===== config.mk =====
export PLATFORM = sky130hd
export DESIGN_NAME = bcast_miss_ctrl
export DESIGN_NICKNAME = d
export VERILOG_FILES = /design/src/rtl/bcast_miss_ctrl.sv
export SDC_FILE = /design/constraint.sdc
export NUM_CORES = 1
export LEC_CHECK = 0
export BUFFER_PORTS_ARGS = -buffer_cell sky130_fd_sc_hd__buf_2
export CAP_MARGIN = 20
export CORE_MARGIN = 2
export CORE_UTILIZATION = 48
export CTS_CLUSTER_DIAMETER = 80
export DETAILED_ROUTE_END_ITERATION = 8
export GPL_ROUTABILITY_DRIVEN = 0
export HOLD_SLACK_MARGIN = 0.08
export PLACE_DENSITY = 0.93
export SYNTH_ARGS = -nofsm -noshare
export SYNTH_HDL_FRONTEND = slang
export SYNTH_SLANG_ARGS = --single-unit

===== constraint.sdc =====
create_clock -name clk -period 4.4 [get_ports clk]
set_input_delay 0.22 -clock clk [delete_from_list [all_inputs] [get_ports clk]]
set_output_delay 0.22 -clock clk [all_outputs]
set_load 0.05 [all_outputs]

===== src/rtl/bcast_miss_ctrl.sv =====
`timescale 1ns/1ps
module bcast_miss_ctrl #(
  parameter int N_TILES = 4,
  parameter int MY_TILE = 0,
  parameter int ADDR_W  = 16,
  parameter int DATA_W  = 32,
  parameter int OFFS_W  = 4,
  parameter int ERR_W   = 4,
  localparam int TID_W  = (N_TILES > 1) ? $clog2(N_TILES) : 1
) (
  input  logic              clk,
  input  logic              rst_n,
  input  logic              miss_valid,
  output logic              miss_ready,
  input  logic [ADDR_W-1:0] miss_addr,
  output logic              tx_valid,
  input  logic              tx_ready,
  output logic [2:0]        tx_type,
  output logic [TID_W-1:0]  tx_src,
  output logic [TID_W-1:0]  tx_dst,
  output logic [ADDR_W-1:0] tx_addr,
  output logic [DATA_W-1:0] tx_data,
  input  logic              rx_valid,
  output logic              rx_ready,
  input  logic [2:0]        rx_type,
  input  logic [TID_W-1:0]  rx_src,
  input  logic [TID_W-1:0]  rx_dst,
  input  logic [ADDR_W-1:0] rx_addr,
  input  logic [DATA_W-1:0] rx_data,
  output logic              done_valid,
  output logic [DATA_W-1:0] done_data,
  output logic              done_from_mem,
  output logic [ERR_W-1:0]  err_count
);
  localparam int CNT_W = TID_W;
  localparam logic [2:0] T_REQ = 3'd1, T_ACK = 3'd2, T_DATA = 3'd3, T_UNB = 3'd4;
  localparam logic [TID_W-1:0] SELF = TID_W'(MY_TILE);

  typedef enum logic [1:0] {S_IDLE, S_REQ, S_WAIT, S_UNB} st_t;

  st_t               st;
  logic [ADDR_W-1:0] addr_q;
  logic [CNT_W-1:0]  left_q;
  logic [DATA_W-1:0] data_q;
  logic              got_q, done_q, mem_q;
  logic [ERR_W-1:0]  err_q;
  logic [ADDR_W-1:0] blk;
  logic              tx_fire, is_rsp, match, last, is_data;

  assign blk      = addr_q >> OFFS_W;
  assign tx_fire  = tx_valid & tx_ready;
  assign is_rsp   = (rx_type == T_ACK) | (rx_type == T_DATA);
  assign is_data  = rx_type == T_DATA;
  assign match    = rx_valid & (st == S_WAIT) & is_rsp & (rx_addr == addr_q)
                  & (rx_dst == SELF) & (rx_src != SELF);
  assign last     = match & (left_q == CNT_W'(1));

  assign miss_ready    = st == S_IDLE;
  assign rx_ready      = 1'b1;
  assign tx_valid      = (st == S_REQ) | (st == S_UNB);
  assign tx_type       = (st == S_UNB) ? T_UNB : T_REQ;
  assign tx_src        = SELF;
  assign tx_dst        = TID_W'(blk % ADDR_W'(N_TILES));
  assign tx_addr       = addr_q;
  assign tx_data       = '0;
  assign done_valid    = done_q;
  assign done_data     = data_q;
  assign done_from_mem = mem_q;
  assign err_count     = err_q;

  always_ff @(posedge clk) begin
    if (!rst_n) begin
      st     <= S_IDLE;
      addr_q <= '0;
      left_q <= '0;
      data_q <= '0;
      got_q  <= 1'b0;
      done_q <= 1'b0;
      mem_q  <= 1'b0;
      err_q  <= '0;
    end else begin
      done_q <= last;
      if (rx_valid && !match && err_q != {ERR_W{1'b1}})
        err_q <= err_q + ERR_W'(1);
      case (st)
        S_IDLE: if (miss_valid) begin
          addr_q <= miss_addr;
          st     <= S_REQ;
        end
        S_REQ: if (tx_fire) begin
          left_q <= CNT_W'(N_TILES - 1);
          data_q <= '0;
          got_q  <= 1'b0;
          st     <= S_WAIT;
        end
        S_WAIT: if (match) begin
          left_q <= left_q - CNT_W'(1);
          if (is_data) begin
            data_q <= rx_data;
            got_q  <= 1'b1;
          end
          if (last) begin
            mem_q <= !(got_q | is_data);
            st    <= S_UNB;
          end
        end
        S_UNB: if (tx_fire) st <= S_IDLE;
        default: st <= S_IDLE;
      endcase
    end
  end
endmodule


## Word-level counts from Yosys, hierarchy flattened

Index checks and enable logic that the tools add are counted.

- Bits of input ports: 76
- Flip-flop bits (word level): 59

- Equal/unequal tests: 14
- Add/subtract/negate cells: 2
- Muxes and demuxes: 18
- Bitwise operators: 10
- Reduce and logical (&&, ||, !) cells: 13

Operators with widths:

| kind | number |
|---|---|
| 32-bit 2-to-1 mux | 3 |
| 32-bit one-hot mux with 2 select lines | 1 |
| 16-bit == test | 1 |
| 2-bit 2-to-1 mux | 7 |
| 2-bit inequality test, second input constant | 6 |
| 2-bit one-hot mux with 4 select lines | 1 |
| 1-bit AND | 7 |
| 3-bit by 2-bit == test with 1-bit output, second input constant | 2 |
| 3-bit AND reduction | 2 |
| 5-bit AND reduction | 1 |
| 4-bit by 1-bit adder with 4-bit output, second input constant | 1 |
| 2-bit by 1-bit == test with 1-bit output, second input constant | 2 |
| 2-bit == test, second input constant | 2 |
| 2-bit logical NOT | 2 |
| 4-bit inequality test, second input constant | 1 |
| 2-bit one-hot mux with 2 select lines | 1 |
| 4-bit AND reduction | 1 |
| 2-bit nonzero test | 2 |
| 1-bit 2-to-1 mux | 3 |
| 3-bit 2-to-1 mux | 1 |
| 1-bit OR | 3 |
| 1-bit logical AND | 2 |
| 1-bit logical NOT | 2 |
| 1-bit one-hot mux with 2 select lines | 1 |
| 2 further kinds | 2 |

## Longest topological paths before layout

- Word-level depth: 10
- Mapped depth: 10

## Least setup slack after synthesis

No wires, ideal clock.

- Path type: register -> register
- Start point: reg addr_q[15], in the netlist tx_addr[15]
- End point: reg data_q[10], in the netlist done_data[10]
- Period minus slack after synthesis: 2333 ps
- Setup slack: 2067 ps
- Path buffers: 2
- Cell stages (with the launch flop): 9
- Data arrival time: 2218 ps
- Required time: 4285 ps
- Cells stage by stage: dfxtp_1 > xnor2_1 > nand4_1 > or3_1 > or4_4 > buf_6 > buf_6 > nand3_2 > o21ai_2

- Cells in the longest elaborated chain, start to end: 6

Ends and longest elaborated chain:

| element | line | text |
|---|---|---|
| from (decl) | 42 | `logic [ADDR_W-1:0] addr_q;` |
| from (signal assigned) | 87 | `addr_q <= miss_addr;` |
| 16-bit == test | 54 | `assign match = rx_valid & (st == S_WAIT) & is_rsp & (rx_addr == addr_q)` |
| 1-bit AND | 54 |  |
| 1-bit AND (2 in a row) | 55 | `& (rx_dst == SELF) & (rx_src != SELF);` |
| 2-bit inequality test (no source line) | n/a |  |
| 4-bit AND reduction (no source line) | n/a |  |
| to (signal assigned) | 99 | `data_q <= rx_data;` |
| to (decl) | 44 | `logic [DATA_W-1:0] data_q;` |

No other way between the ends.
A chain may end at the register's enable or synchronous reset.

## Final worst setup path

- Start point: reg st[0]
- End point: reg data_q[26], in the netlist done_data[26]

- Cells in the longest elaborated chain, start to end: 8
- Elaborated cells on any way between the ends: 16
- Classes of those cells: eq/ne (6); mux (1); bitwise (7); reduce/logical (2)

Ends and longest elaborated chain:

| element | line | text |
|---|---|---|
| from (decl) | 41 | `st_t st;` |
| from (signal assigned) | 73 | `st <= S_IDLE;` |
| from (signal assigned) | 88 | `st <= S_REQ;` |
| from (signal assigned) | 94 | `st <= S_WAIT;` |
| 2-bit == test | 54, 85 |  |
| 1-bit AND (3 in a row) | 54 |  |
| 1-bit AND (2 in a row) | 55 |  |
| 2-bit inequality test (no source line) | n/a |  |
| 4-bit AND reduction (no source line) | n/a |  |

Parallel ways exist; a longest one is shown, timed or not.

==> summary.md <==
| Metric | Value |
|---|---|
| Outcome | `complete, no violations` |
| CP max stage cell | `nor4_2` |
| Cells after Synth | `~340` |
| DIE AREA | `~0.0071 mm2` |
| Worst Hold Slack | `around 0.10 ns` |
| Critical path peak fanout | `25` |
| Initial Utilization | `between 40 and 50%` |
| Number of synthesis warnings | `0` |
| WS Path Type | `register to register` |
| Grt ovf | `0` |
| Worst-margin pin slew | `between 0.9 and 1 ns` |
| Min-Delay Path Class | `primary input to register` |
| Clk pin slew, worst setup/hold paths | `0.07 ns` |
| Yosys reg bits | `just under 60` |
| Worst endpoint required time | `4.68 ns` |
| Clock buffer depth | `2` |
| Worst vdd rail ir drop | `about 0.00030 V` |
| First-pass GRT wire length | `11.8 mm` |
| Post-CTS Resized | `0` |
| Finished Cell Area | `between 0.003 and 0.004 mm2` |
| CTS buffer count | `9` |
| Clock latency on the worst-skew pair | `between 0.3 and 0.4 ns` |
| Max stage delay on crit path | `approximately 0.74 ns` |
| Die height | `roughly 84 um` |
| DIE WIDTH | `84.0 um` |
| Core region area | `~0.0063 mm2` |
| DR vias | `2719` |
| Number of global-route vias before repair | `~2500` |
| Syn_area_per_cell | `approximately 9.1 um2` |
| Final min period | `2.73 ns` |
| Detailed Routing Iterations Pass 1 | `4` |
| IO buf count | `about 140` |
| Asr flop ratio synth | `0%` |
| # DRC | `0` |
| Max frequency | `~370 MHz` |
| Placed Area | `0.00356 mm2` |
| WP data arrival | `3.01 ns` |
| Post-DRT Antenna Nets | `0` |
| Leak Pwr | `1.80 nW` |
| Via/cell ratio | `4.95` |
| Largest delay share family, worst path | `simple AND/OR/NAND/NOR gates` |
| CP Buf/Inv Count | `1` |
| Share of cells above drive strength 1 | `41.3%` |
| Clock Skew | `about 0.017 ns` |
| Placed instance count | `around 530` |
| Number of synthesized flops with an enable pin | `0` |
| Post-CTS setup buffers | `0` |
| Top FF cell, synth | `dfxtp_1` |
| CP Capture Type | `register` |
| Root buffer cell | `clkbuf_8` |
| Max-cap viol count | `0` |
| Critical-path cell list | `inv_1, ha_1, and2_1, o21ai_0, nor4_2, a22o_1` |
| Worst setup SP type | `register` |
| Largest net degree at the start of global routing | `44` |
| Most common cell after layout, fill and taps aside | `buf_2` |
| Syn Std Cell Area | `just over 0.003 mm2` |
| Synthesis-to-layout area growth | `25.2%` |
| Initial antenna violation count | `0` |
| Synth cell types | `40` |
| Sequential fraction of the synthesis area | `38.5%` |
| Highest-count cells in the layout ignoring fill and taps | `buf_2 (135), nand2_1 (63), dfxtp_1 (59), conb_1 (36), o21ai_2 (21)` |
| FP Rows | `29` |
| Slew Limit Fails | `0` |
| Ant. Diodes | `0` |
| Final Cycle Share | `just over 60%` |
| Drt first-iter violations | `between 100 and 150` |
| Final Setup Violations | `0` |
| I/O pin count | `about 170` |
| RSZ-0062 raised after global routing | `false` |
| DR WL/cell | `~13 um` |
| Post-route insts no fill | `549` |
| Total GRT Usage | `approximately a fifth` |
| Final nets | `between 500 and 600` |
| Power per standard cell area | `~460 mW/mm2` |
| Worst relative slew slack | `~37%` |
| TritonCTS clock tree | `yes` |
| CTS H-tree lvls | `3` |
| Drt total wl | `7.30 mm` |
| DP Wirelength | `approximately 5.5 mm` |
| TNS Setup | `0 ns` |
| Fin. Hold Viols | `0` |
| Clock Sinks | `59` |
-- cell type report --
cell class | count | area (um2)
fill | 538 | 2430
multi-input combinational | 248 | 1580
sequential | 59 | 1180
timing repair buffer | 142 | 763
clock buffer | 10 | 138
tap | 77 | 96.3
clock inverter | 5 | 53.8
inverter | 8 | 30.0
-- where the power goes --
| group | switching [mW] | leakage, nW | total, mW | internal [mW] |
|---|---|---|---|---|
| clock network | 0.212 | 0.102 | 0.484 | 0.272 |
| logic | 0.468 | 1.21 | 0.650 | 0.181 |
| registers | 0.0399 | 0.479 | 0.616 | 0.576 |
| total | 0.721 | 1.80 | 1.75 | 1.03 |
-- worst paths after layout --
check	startpoint	end	slack, ns	depth (start not counted)
worst max-delay path	st[0]	done_data[26]	1.67	6
worst max register to register	st[0]	done_data[26]	1.67	6
worst min-delay path	rx_data[27]	done_data[27]	0.10	2
worst min register to register	done_data[15]	done_data[15]	0.46	2
-- logic make-up (layout without fill, tap and decap cells) --
family / Yosys count / count (layout) / share of synthesized area, %
and+or+nand+nor: 117 / 117 / 20.7
other: 2 / 36 / 0.245
muxes: 6 / 6 / 2.00
buffers and inverters: 64 / 165 / 14.3
AOI/OAI and AO/OA: 65 / 65 / 16.5
DFF: 59 / 59 / 38.5
xor gates and xnor gates: 17 / 17 / 4.85
adders and majority gates: 7 / 7 / 2.85
-- sequential cells by signal, summed over array words and instances, names as in the netlist --
register and cells:
err_count 4, done_valid 1, done_from_mem 1, tx_addr 16, got_q 1, left_q 2
done_data 32, st 2
-- metrics by stage --
stage               util, %  total power [mW]  setup slack, ns
floorplan                 -              1.15             2.07
global placement       56.8              1.23             1.70
detailed placement     56.8              1.25             1.54
CTS                    60.6              1.74             1.46
global route           61.2              1.85             1.40
finish                 61.2              1.75             1.67
-- layer usage --
layer | vias up | wire, um | global-route usage (%)
met5 | - | 0 | 0
met3 | 17 | 527 | 6.82
met2 | 118 | 3800 | 37.7
li1 | 1338 | - | -
met4 | 0 | 151 | 8.80
met1 | 1246 | 2820 | 22.7
-- synthesized netlist by cell type (all sizes together) (2+ instances only) --
library cell   n  area (um2)
nand3         27         225
nor2           3        11.3
a21boi        16         120
o22ai          2        12.5
o21ai         26         209
or3            2        12.5
xnor2         14         123
a21oi          6        33.8
and2           3        18.8
conb           2        7.51
nand2         63         236
nand4          9        56.3
a22o          11        96.3
clkbuf        10        37.5
ha             7        87.6
xor2           3        26.3
mux2i          5        50.1
buf           46         373
inv            8        30.0
dfxtp         59        1180
nand2b         3        18.8
-- repair_timing --
action | CTS | global route
endpoints found under the hold margin | 5 | 1
hold buffers | 5 | 1
setup endpoints to repair | 0 | 0
Note: power is estimated with default switching activity, not from simulation.
